[config.mk]
export PLATFORM = sky130hd
export DESIGN_NAME = dspwm_timer
export DESIGN_NICKNAME = d
export VERILOG_FILES = /design/src/rtl/dspwm_timer.sv
export SDC_FILE = /design/constraint.sdc
export NUM_CORES = 1
export LEC_CHECK = 0
export ABC_CLOCK_PERIOD_IN_PS = 6300
export BUFFER_PORTS_ARGS = -buffer_cell sky130_fd_sc_hd__buf_2
export CORE_MARGIN = 2
export CORE_UTILIZATION = 65
export CTS_BUF_LIST = sky130_fd_sc_hd__clkbuf_8
export DETAILED_ROUTE_END_ITERATION = 16
export GPL_ROUTABILITY_DRIVEN = 0
export HOLD_SLACK_MARGIN = 0.03
export PLACE_DENSITY = 0.86
export SLEW_MARGIN = 20
export SYNTH_ARGS = -nofsm -noshare
export SYNTH_HDL_FRONTEND = slang
export SYNTH_SLANG_ARGS = --single-unit
[constraint.sdc]
create_clock -name clk -period 6.3 [get_ports clk]
set_input_delay 1.575 -clock clk [delete_from_list [all_inputs] [get_ports clk]]
set_output_delay 1.575 -clock clk [all_outputs]
set_load 0.05 [all_outputs]
[src/rtl/dspwm_timer.sv]
module dspwm_timer #(
  parameter int W  = 16,
  parameter int MW = 4,
  parameter int AW = 3,
  parameter int FW = 4
) (
  input  logic          clk,
  input  logic          rst_n,
  input  logic          tick,
  input  logic          wr_en,
  input  logic [AW-1:0] wr_addr,
  input  logic [W-1:0]  wr_data,
  output logic [W-1:0]  count,
  output logic          pwm_a,
  output logic          pwm_b,
  output logic [FW-1:0] flags
);
  localparam logic [MW-1:0] M_FIX8  = MW'(1);
  localparam logic [MW-1:0] M_FIX9  = MW'(2);
  localparam logic [MW-1:0] M_FIX10 = MW'(3);
  localparam logic [MW-1:0] M_CEIL  = MW'(10);
  localparam logic [MW-1:0] M_CMPA  = MW'(11);
  localparam logic [AW-1:0] A_CTRL = AW'(0);
  localparam logic [AW-1:0] A_CMPA = AW'(1);
  localparam logic [AW-1:0] A_CMPB = AW'(2);
  localparam logic [AW-1:0] A_CEIL = AW'(3);
  localparam logic [AW-1:0] A_FCLR = AW'(4);

  logic [MW-1:0] mode_q;
  logic [1:0]    oma_q, omb_q;
  logic [W-1:0]  buf_a, buf_b, buf_c, act_a, act_b, act_c;
  logic [W-1:0]  cnt_q, top_val, wmask;
  logic          up_q, pa_q, pb_q, run_ok;
  logic [FW-1:0] flg_q, f_set, f_clr;

  always_comb begin
    run_ok  = 1'b1;
    top_val = '0;
    wmask   = '1;
    case (mode_q)
      M_FIX8:  begin top_val = W'(16'h00FF); wmask = W'(16'h00FF); end
      M_FIX9:  begin top_val = W'(16'h01FF); wmask = W'(16'h01FF); end
      M_FIX10: begin top_val = W'(16'h03FF); wmask = W'(16'h03FF); end
      M_CEIL:  top_val = act_c;
      M_CMPA:  top_val = act_a;
      default: run_ok = 1'b0;
    endcase
  end

  wire step    = tick && run_ok;
  wire at_top  = (cnt_q == top_val);
  wire at_bot  = (cnt_q == '0);
  wire hit_a   = (cnt_q == act_a);
  wire hit_b   = (cnt_q == act_b);
  wire do_load = !run_ok || (step && at_top);
  wire wr_ctl  = wr_en && (wr_addr == A_CTRL);

  assign f_set = step ? {at_top && (mode_q == M_CEIL), hit_b,
                         hit_a || (at_top && (mode_q == M_CMPA)), at_bot}
                      : '0;
  assign f_clr = (wr_en && wr_addr == A_FCLR) ? wr_data[FW-1:0] : '0;

  assign count = cnt_q;
  assign pwm_a = oma_q[1] && pa_q;
  assign pwm_b = omb_q[1] && pb_q;
  assign flags = flg_q;

  always_ff @(posedge clk or negedge rst_n) begin
    if (!rst_n) begin
      mode_q <= '0;
      oma_q  <= '0;
      omb_q  <= '0;
      buf_a  <= '0;
      buf_b  <= '0;
      buf_c  <= '0;
    end else if (wr_en) begin
      if (wr_ctl) begin
        mode_q <= wr_data[MW-1:0];
        oma_q  <= wr_data[MW+1:MW];
        omb_q  <= wr_data[MW+3:MW+2];
      end
      if (wr_addr == A_CMPA) buf_a <= wr_data & wmask;
      if (wr_addr == A_CMPB) buf_b <= wr_data & wmask;
      if (wr_addr == A_CEIL) buf_c <= wr_data;
    end
  end

  always_ff @(posedge clk or negedge rst_n) begin
    if (!rst_n) begin
      act_a <= '0;
      act_b <= '0;
      act_c <= '0;
    end else if (do_load) begin
      act_a <= buf_a;
      act_b <= buf_b;
      act_c <= buf_c;
    end
  end

  always_ff @(posedge clk or negedge rst_n) begin
    if (!rst_n) begin
      cnt_q <= '0;
      up_q  <= 1'b1;
    end else if (step) begin
      if (up_q) begin
        if (cnt_q >= top_val) begin
          up_q  <= 1'b0;
          cnt_q <= cnt_q - 1'b1;
        end else begin
          cnt_q <= cnt_q + 1'b1;
        end
      end else if (at_bot) begin
        up_q  <= 1'b1;
        cnt_q <= cnt_q + 1'b1;
      end else begin
        cnt_q <= cnt_q - 1'b1;
      end
    end
  end

  always_ff @(posedge clk or negedge rst_n) begin
    if (!rst_n) begin
      pa_q  <= 1'b0;
      pb_q  <= 1'b0;
      flg_q <= '0;
    end else begin
      if (step && hit_a && oma_q[1]) pa_q <= up_q ? oma_q[0] : !oma_q[0];
      if (step && hit_b && omb_q[1]) pb_q <= up_q ? omb_q[0] : !omb_q[0];
      flg_q <= (flg_q & ~f_clr) | f_set;
    end
  end
endmodule


==> impl_metrics.json, run 1 <==
{
  "setup_violations": 0,
  "cpPeakStageDelay_ns": 0.64,
  "synth_top_cell_area_share_pct": 50.4,
  "period_share_pct": 64.6,
  "clock_skew_ns": 0.0127,
  "finalSetupTns_ns": 0,
  "syn_area_um2": 6250,
  "reg2reg_depth": 10,
  "async_reset_ff_share_pct": 100,
  "min-delay-start": "flags[0]",
  "fin_crit_ns": 4.07,
  "htreeDepth": 4,
  "crit_family": "simple AND/OR/NAND/NOR gates",
  "ios": 45,
  "die_h_um": 102,
  "finalHoldViolations": 0,
  "ant_nets": 0,
  "num_vias": 4446,
  "drive_above_1_share_pct": 26.9,
  "vias_per_cell": 6.28,
  "yosysUniqueCellTypes": 49,
  "io_buffers": 44,
  "multi_input_area_um2": 2910,
  "hold_ws_ns": 0.480,
  "clock_latency_ns": 0.45,
  "avgSynthCellArea_um2": 11.8,
  "slowest_stage": "nor4_1",
  "critPathLaunchType": "flop",
  "crit_buf_inv": 1,
  "cts_root_buffer": "clkbuf_8",
  "rsz0062_at_grt": "false",
  "drtPass1Iterations": 7,
  "seq_area_frac_synth_pct": 50.8,
  "die-area_um2": 10400,
  "status": "finished, final reports clean",
  "rows": 35,
  "synth_ff_type": "dfrtp_1",
  "drt-wirelength-per-cell_um": 19.9,
  "yosys_warnings": 0,
  "cts_buffer_depth": 2,
  "core_um2": 9280,
  "cts.clk_slew.worst_paths_ns": 0.08,
  "ff2ff_setup_slack_ns": 2.23,
  "cts_tree": "done",
  "drt_first_iter_violations": 294,
  "r2r_end": "act_b[12]",
  "path_cells": "nor2b_1 > and3_1 > a22oi_1 > ha_1 > nand4_1 > or2_2 > nor4_1 > nor3_4 > buf_4 > mux2_1",
  "grt_pass1_wl_um": 22600,
  "max-cap-violations": 0,
  "power.density_nw_per_um2": 415,
  "syn_inst": 532,
  "crit_path_max_fanout": 33,
  "seqCellArea_um2": 3180,
  "drv_slew": 0,
  "crit_path_end_kind": "flop",
  "nets": 608,
  "hold_class": "reg2reg",
  "total_power_uw": 2890,
  "grt_use_total_pct": 29.4,
  "grt_pass1_vias": 4461,
  "hold_depth": 1,
  "areaGrowthSynthToFinish_pct": 11.3,
  "diodes": 0,
  "initial_core_util_pct": 67.4,
  "drc": 0,
  "cts_hold_buf": 0,
  "r2r_start": "mode_q[1]",
  "fillers": 604,
  "cts_sinks": 127,
  "antenna_found_initial": 0,
  "min_to": "flags[0]",
  "ctsResizeCount": 0,
  "ir_drop_uv": 216,
  "place_area_um2": 6520,
  "wl_um": 14100,
  "synth_enable_flop_cells": 0,
  "worstPathRequired_ns": 6.61,
  "grt-ovfl-total": 0,
  "post_cts_buffers": 0,
  "p_leak_uw": 0.00315,
  "yosys.area.top_type": "dfrtp_1",
  "cp.arrival_ns": 4.38,
  "fmax_mhz": 246,
  "synth_nets": 574,
  "dp_hpwl_um": 9870,
  "ys_top_cells_by_area": "dfrtp_1 (50%), mux2_2 (12%), xor2_1 (5.3%)",
  "ys_seq_elements": 127,
  "worstMarginPinSlew_ns": 0.848,
  "grt_max_degree": 67,
  "slew_headroom_pct": 42.9,
  "design_area_um2": 6960,
  "cts_inserted_buffers": 17,
  "chipWidth_um": 102,
  "crit_type": "reg2reg"
}
stage by stage:
step                utilization [%]  instances  worst slack, ns
global route                   74.9        708             2.00
global placement               70.3        675             2.20
detailed placement             70.3        675             2.06
CTS                            74.7        707             2.14
floorplan                         -        532             2.77
finish                         74.9        708             2.23
logic make-up (layout without fill, tap and decap cells):
logic type / count (synthesis) / in the layout / share of synthesized area (%)
adder cells (fa/ha/maj): 19 / 19 / 3.80
AND/OR/NAND/NOR: 127 / 127 / 10.4
AO/OA/AOI/OAI: 63 / 63 / 6.82
flip-flops: 127 / 127 / 50.8
XOR/XNOR: 51 / 51 / 7.14
multiplexers: 101 / 101 / 17.9
buffers and inverters: 44 / 91 / 3.08
routing by layer:
| metal | GRT usage (%) | wire length, um | vias to the layer above |
|---|---|---|---|
| li1 | - | - | 1956 |
| met1 | 38.3 | 5730 | 2222 |
| met2 | 45.5 | 6750 | 221 |
| met3 | 7.05 | 1100 | 47 |
| met4 | 16.4 | 519 | 0 |
| met5 | 0 | 0 | - |
cells in the mapped netlist (all sizes together), types with 2 or more instances:
cell / number
and3: 3
nand2: 50
a221oi: 7
ha: 19
or3: 4
inv: 10
a22oi: 6
a21o: 3
buf: 5
nor4: 11
dfrtp: 126
nand4: 7
a21oi: 5
a221o: 2
nand4bb: 3
o21a: 3
o211ai: 2
xor2: 38
o311ai: 2
nand3: 8
or4: 2
nor3: 11
mux2i: 14
nor2: 18
o21ai: 27
nor2b: 3
mux2: 87
and2: 2
clkbuf: 29
xnor2: 13
area by class of cell:
cell class              instances  area share (%)
flip-flops and latches        127            45.7
clock inverters                12            1.91
clock buffers                  20            3.96
inverters                      10           0.539
multi-input cells             361            41.8
repair buffers                 49            3.79
well taps                     129            2.32
report_power, final:
part           leakage (uW)  internal, uW  total, uW  switching [uW]
logic               0.00138           370        857             486
registers           0.00157          1050       1320             264
clock network      0.000202           385        718             334
total               0.00315          1810       2890            1080
worst max path at each step:
stage	start	slack (ns)	endpoint	cells after the start
after global routing	mode_q[1]	2.00	act_a[8]	10
after global placement	tick	2.20	act_c[12]	6
final	mode_q[1]	2.23	act_b[12]	10
after floorplan	mode_q[1]	2.77	act_a[0]	14
after CTS	mode_q[1]	2.14	act_c[11]	10
after detailed placement	tick	2.06	act_b[6]	6
placed cells by master, fill, tap and decap left out, types with 5 or more instances in the layout:
cell / n
dfrtp_1: 126
mux2_2: 67
nand2_1: 50
buf_2: 43
xor2_1: 38
o21ai_0: 26
mux2_1: 20
clkbuf_8: 20
ha_1: 19
nor2_1: 18
mux2i_1: 14
xnor2_1: 13
nor4_1: 11
inv_1: 10
nor3_1: 10
nand3_1: 8
a221oi_1: 7
nand4_1: 7
a22oi_1: 6
a21oi_1: 5
buf_4: 5
worst register-to-register path, delay by kind of cell (launching register included):
kind / cells / cell delay [ns]
DFF: 1 / 0.50
AOI/OAI and AO/OA: 1 / 0.20
buffers and inverters: 1 / 0.36
muxes: 1 / 0.40
and+or+nand+nor: 6 / 2.17
adders and majority gates: 1 / 0.34
sequential cells by signal, indices dropped and copies added (netlist names):
| name | count |
|---|---|
| act_a | 16 |
| act_b | 16 |
| act_c | 16 |
| buf_a | 16 |
| buf_b | 16 |
| buf_c | 16 |
| count | 16 |
| flags | 4 |
| mode_q | 4 |
| oma_q | 2 |
| omb_q | 2 |
| pa_q | 1 |
| pb_q | 1 |
| up_q | 1 |
Power figures use the tool's default switching activity.
==> run 2: changes to the inputs <==
--- a/config.mk
+++ b/config.mk
@@ -5,15 +5,15 @@
 export SDC_FILE = /design/constraint.sdc
 export NUM_CORES = 1
 export LEC_CHECK = 0
-export ABC_CLOCK_PERIOD_IN_PS = 6300
+export ABC_CLOCK_PERIOD_IN_PS = 3900
 export BUFFER_PORTS_ARGS = -buffer_cell sky130_fd_sc_hd__buf_2
 export CORE_MARGIN = 2
-export CORE_UTILIZATION = 65
+export CORE_UTILIZATION = 63
 export CTS_BUF_LIST = sky130_fd_sc_hd__clkbuf_8
 export DETAILED_ROUTE_END_ITERATION = 16
 export GPL_ROUTABILITY_DRIVEN = 0
 export HOLD_SLACK_MARGIN = 0.03
-export PLACE_DENSITY = 0.86
+export PLACE_DENSITY = 0.84
 export SLEW_MARGIN = 20
 export SYNTH_ARGS = -nofsm -noshare
 export SYNTH_HDL_FRONTEND = slang
==> constraint.sdc (replaced) <==
create_clock -name clk -period 3.9 [get_ports clk]
set_input_delay 0.975 -clock clk [delete_from_list [all_inputs] [get_ports clk]]
set_output_delay 0.975 -clock clk [all_outputs]
set_load 0.05 [all_outputs]
==> impl_metrics.json, run 2 (synthesis gave the netlist of run 1 again) <==
{
  "status": "finished, final reports clean",
  "post_cts_buffers": 0,
  "areaGrowthSynthToFinish_pct": 13.2,
  "drt_first_iter_violations": 340,
  "cp.arrival_ns": 3.90,
  "worstMarginPinSlew_ns": 1.00,
  "initial_core_util_pct": 64.6,
  "ios": 45,
  "dp_hpwl_um": 9730,
  "rows": 36,
  "diodes": 0,
  "crit_type": "reg2reg",
  "max-cap-violations": 0,
  "path_cells": "nor2b_1 > and3_2 > a221oi_1 > ha_1 > nand4_1 > nor3_1 > nor3_1 > o21ai_0 > o22ai_4 > mux2i_1 > xor2_1",
  "fin_crit_ns": 3.52,
  "drt-wirelength-per-cell_um": 20.0,
  "setup_violations": 0,
  "htreeDepth": 4,
  "worstPathRequired_ns": 4.28,
  "drv_slew": 0,
  "setup_ws_ns": 0.383,
  "pre_cts_ws_ns": 0.335,
  "nets": 614,
  "clock_latency_ns": 0.46,
  "num_vias": 4456,
  "clock_skew_ns": 0.0131,
  "cts_buffer_depth": 2,
  "total_power_uw": 4880,
  "cts_inserted_buffers": 17,
  "antenna_found_initial": 0,
  "wl_um": 14400,
  "period_share_pct": 90.2,
  "hold_class": "reg2reg",
  "drive_above_1_share_pct": 28.0,
  "grt-ovfl-total": 0,
  "cts_hold_buf": 0,
  "grt_pass1_wl_um": 24100,
  "slowest_stage": "o22ai_4",
  "fmax_mhz": 284,
  "utilization_pct": 73.1,
  "cts_tree": "done",
  "crit_top_cell": "nor3_1",
  "ant_nets": 0,
  "p_leak_uw": 0.00320,
  "cts_sinks": 127,
  "crit_path_end_kind": "flop",
  "io_buffers": 44,
  "grt_pass1_vias": 4683,
  "cts_root_buffer": "clkbuf_8",
  "chipWidth_um": 104,
  "crit_path_max_fanout": 15,
  "fillers": 622,
  "ctsResizeCount": 0,
  "critPathLaunchType": "flop",
  "power.density_nw_per_um2": 690,
  "mostFrequentLayoutCells": "dfrtp_1 (126), mux2_2 (67), nand2_1 (50)",
  "cpPeakStageDelay_ns": 0.57,
  "vias_per_cell": 6.21,
  "finalHoldViolations": 0,
  "die_h_um": 104,
  "final_common_cell": "dfrtp_1",
  "ir_drop_uv": 363,
  "finalSetupTns_ns": 0,
  "rsz0062_at_grt": "false",
  "grt_max_degree": 79,
  "drtPass1Iterations": 6,
  "grt_use_total_pct": 29.0,
  "drc": 0,
  "die-area_um2": 10700,
  "slew_headroom_pct": 32.9,
  "cts.clk_slew.worst_paths_ns": 0.08,
  "core_um2": 9680
}
## run 2: cell count changes in the layout (fill, tap and decap cells not counted), moves of 2 or more
cell	delta
and3_1	-2
clkinv_2	-3
buf_4	+6
inv_6	-2
and3_2	+2
bufinv_16	+3
## run 2: final cells by class
class,count,area [um^2],area share (%)
Sequential cell,127,3180,44.9
Tap cell,133,166,2.35
Inverter,10,37.5,0.530
Multi-Input combinational cell,361,2900,40.9
Timing Repair Buffer,55,318,4.49
Clock inverter,12,206,2.92
Clock buffer,20,275,3.89
## run 2: per-layer routing
layer,track usage [%],vias up,part of all wire (%),routed length [um]
met5,0,-,0,0
met4,11.4,0,2.9,410
met3,7.68,37,7.0,1000
met2,48.4,194,49,7080
met1,36.3,2252,41,5880
li1,-,1973,-,-
## run 2: path summary, 6_finish.rpt
kind	slack, ns	end	cells past startpoint	from
max in group asynchronous	2.53	buf_a[7]	2	rst_n
worst min register to register	0.48	buf_b[12]	2	buf_b[12]
min in group asynchronous	0.55	count[14]	1	rst_n
worst max register to register	0.38	count[2]	11	mode_q[1]
worst min-delay path	0.48	buf_b[12]	2	buf_b[12]
worst max-delay path	0.38	count[2]	11	mode_q[1]
## run 2: metrics by stage
stage               hold slack, ns  cell area [um^2]  cells
floorplan                    0.443              6250    532
global placement             0.458              6590    686
detailed placement           0.463              6590    686
CTS                          0.481              7080    718
global route                 0.501              7080    718
finish                       0.477              7080    718
## run 2: critical path, delay by kind of cell, from the launching register on
family	cells	cell delay, ns
XOR/XNOR	1	0.17
adder cells (fa/ha/maj)	1	0.33
multiplexers	1	0.32
AO/OA/AOI/OAI	3	1.21
flip-flops	1	0.47
AND/OR/NAND/NOR	5	0.96
## run 2: power by group
part	total, uW	internal [uW]	switching (uW)
Combinational	1410	609	802
Clock	1360	815	543
Sequential	2120	1700	418
Total	4880	3120	1760
==> run 3: changes to the inputs <==
--- a/config.mk
+++ b/config.mk
@@ -5,15 +5,15 @@
 export SDC_FILE = /design/constraint.sdc
 export NUM_CORES = 1
 export LEC_CHECK = 0
-export ABC_CLOCK_PERIOD_IN_PS = 3900
+export ABC_CLOCK_PERIOD_IN_PS = 4200
 export BUFFER_PORTS_ARGS = -buffer_cell sky130_fd_sc_hd__buf_2
 export CORE_MARGIN = 2
-export CORE_UTILIZATION = 63
+export CORE_UTILIZATION = 65
 export CTS_BUF_LIST = sky130_fd_sc_hd__clkbuf_8
 export DETAILED_ROUTE_END_ITERATION = 16
 export GPL_ROUTABILITY_DRIVEN = 0
 export HOLD_SLACK_MARGIN = 0.03
-export PLACE_DENSITY = 0.84
+export PLACE_DENSITY = 0.86
 export SLEW_MARGIN = 20
 export SYNTH_ARGS = -nofsm -noshare
 export SYNTH_HDL_FRONTEND = slang
==> constraint.sdc (replaced) <==
create_clock -name clk -period 4.2 [get_ports clk]
set_input_delay 1.05 -clock clk [delete_from_list [all_inputs] [get_ports clk]]
set_output_delay 1.05 -clock clk [all_outputs]
set_load 0.05 [all_outputs]
==> impl_metrics.json, run 3 (synthesis gave the netlist of run 1 again) <==
{
  "crit_path_end_kind": "flop",
  "cts_hold_buf": 0,
  "critPathLaunchType": "flop",
  "drc": 0,
  "worstMarginPinSlew_ns": 1.05,
  "seqCellArea_um2": 3180,
  "grt_use_total_pct": 29.5,
  "ctsResizeCount": 0,
  "post_cts_buffers": 0,
  "ff2ff_setup_slack_ns": 0.41,
  "busiest_layer": "met2",
  "grt_use_met2_pct": 48.3,
  "worstPathRequired_ns": 4.51,
  "clock_latency_ns": 0.44,
  "dp_hpwl_um": 9880,
  "fmax_mhz": 264,
  "chipWidth_um": 102,
  "finalHoldViolations": 0,
  "cp.arrival_ns": 4.10,
  "use_met1_pct": 38.9,
  "r2r_end": "act_b[11]",
  "drive_above_1_share_pct": 27.2,
  "max-cap-violations": 0,
  "multi_input_area_um2": 2890,
  "cts_sinks": 127,
  "drt_first_iter_violations": 260,
  "die_h_um": 102,
  "io_buffers": 44,
  "period_share_pct": 90.2,
  "status": "finished, final reports clean",
  "slew_headroom_pct": 29.5,
  "cts_root_buffer": "clkbuf_8",
  "initial_core_util_pct": 67.4,
  "ios": 45,
  "core_um2": 9280,
  "clock_skew_ns": 0.0128,
  "cts_tree": "done",
  "drtPass1Iterations": 5,
  "drv_slew": 0,
  "num_vias": 4357,
  "crit_type": "reg2reg",
  "ir_drop_uv": 344,
  "power.density_nw_per_um2": 624,
  "r2r_start": "mode_q[1]",
  "startpoint": "mode_q[1]",
  "wl_um": 13900,
  "crit_path_max_fanout": 48,
  "grt_pass1_wl_um": 23000,
  "setup_violations": 0,
  "ant_nets": 0,
  "antenna_found_initial": 0,
  "cts_buffer_depth": 2,
  "cts_inserted_buffers": 17,
  "grt_max_degree": 89,
  "mostFrequentLayoutCells": "dfrtp_1 (126), mux2_2 (67), nand2_1 (50)",
  "vias_per_cell": 6.14,
  "cp-endpoint": "act_b[11]",
  "finalSetupTns_ns": 0,
  "htreeDepth": 4,
  "p_leak_uw": 0.00315,
  "reg2reg_depth": 10,
  "grt-ovfl-total": 0,
  "drt-wirelength-per-cell_um": 19.6,
  "rows": 35,
  "diodes": 0,
  "hold_class": "reg2reg",
  "dpl.cell_count": 678,
  "die-area_um2": 10400,
  "cts.clk_slew.worst_paths_ns": 0.08,
  "rsz0062_at_grt": "false",
  "fin_crit_ns": 3.79,
  "stdcell_count": 710,
  "fillers": 605,
  "final_common_cell": "dfrtp_1",
  "grt_pass1_vias": 4536,
  "areaGrowthSynthToFinish_pct": 11.6,
  "nets": 610,
  "use_met3_pct": 5.81
}
run 3: worst min path at each step:
stage	start	endpoint	slack, ns	depth (start not counted)
after global placement	flags[0]	flags[0]	0.46	1
final	buf_a[14]	buf_a[14]	0.48	2
after CTS	buf_a[14]	buf_a[14]	0.48	2
after floorplan	buf_a[10]	buf_a[10]	0.44	2
after detailed placement	flags[0]	flags[0]	0.46	1
after global routing	buf_a[9]	act_a[9]	0.51	1
run 3: where the power goes:
group / leakage (uW) / switching, uW / internal (uW)
clock: 0.000200 / 523 / 595
combinational: 0.00138 / 708 / 554
sequential: 0.00157 / 399 / 1580
run 3: layout make-up:
class / instances / area share [%]
sequential: 127 / 45.6
inverter: 10 / 0.538
timing repair buffer: 51 / 4.12
clock buffer: 17 / 3.35
tap: 129 / 2.31
multi-input combinational: 361 / 41.4
clock inverter: 15 / 2.67
run 3: critical path, stage by stage, from the launching register on:
cell     delay (ns)
dfrtp_1        0.50
nor2b_1        0.26
and3_1         0.58
a22oi_1        0.21
ha_1           0.34
nand4_1        0.12
or2_2          0.35
nor4_1         0.49
nor3_2         0.06
buf_4          0.34
mux2_1         0.40
run 3: stage by stage:
stage | total power, uW | worst slack (ns) | hold WS [ns] | util [%] | cell area (um^2)
after floorplan | 2830 | 0.668 | 0.443 | - | 6250
after global placement | 3140 | 0.732 | 0.456 | 70.6 | 6560
after detailed placement | 3220 | 0.538 | 0.462 | 70.6 | 6560
after CTS | 4360 | 0.496 | 0.481 | 75.2 | 6980
after global routing | 4600 | 0.152 | 0.507 | 75.2 | 6980
final | 4350 | 0.413 | 0.476 | 75.2 | 6980
run 3: per-layer routing:
metal / up-vias / share of wire (%)
met5: - / 0
li1: 1964 / -
met3: 36 / 5.5
met1: 2201 / 42
met4: 0 / 2.5
met2: 156 / 50
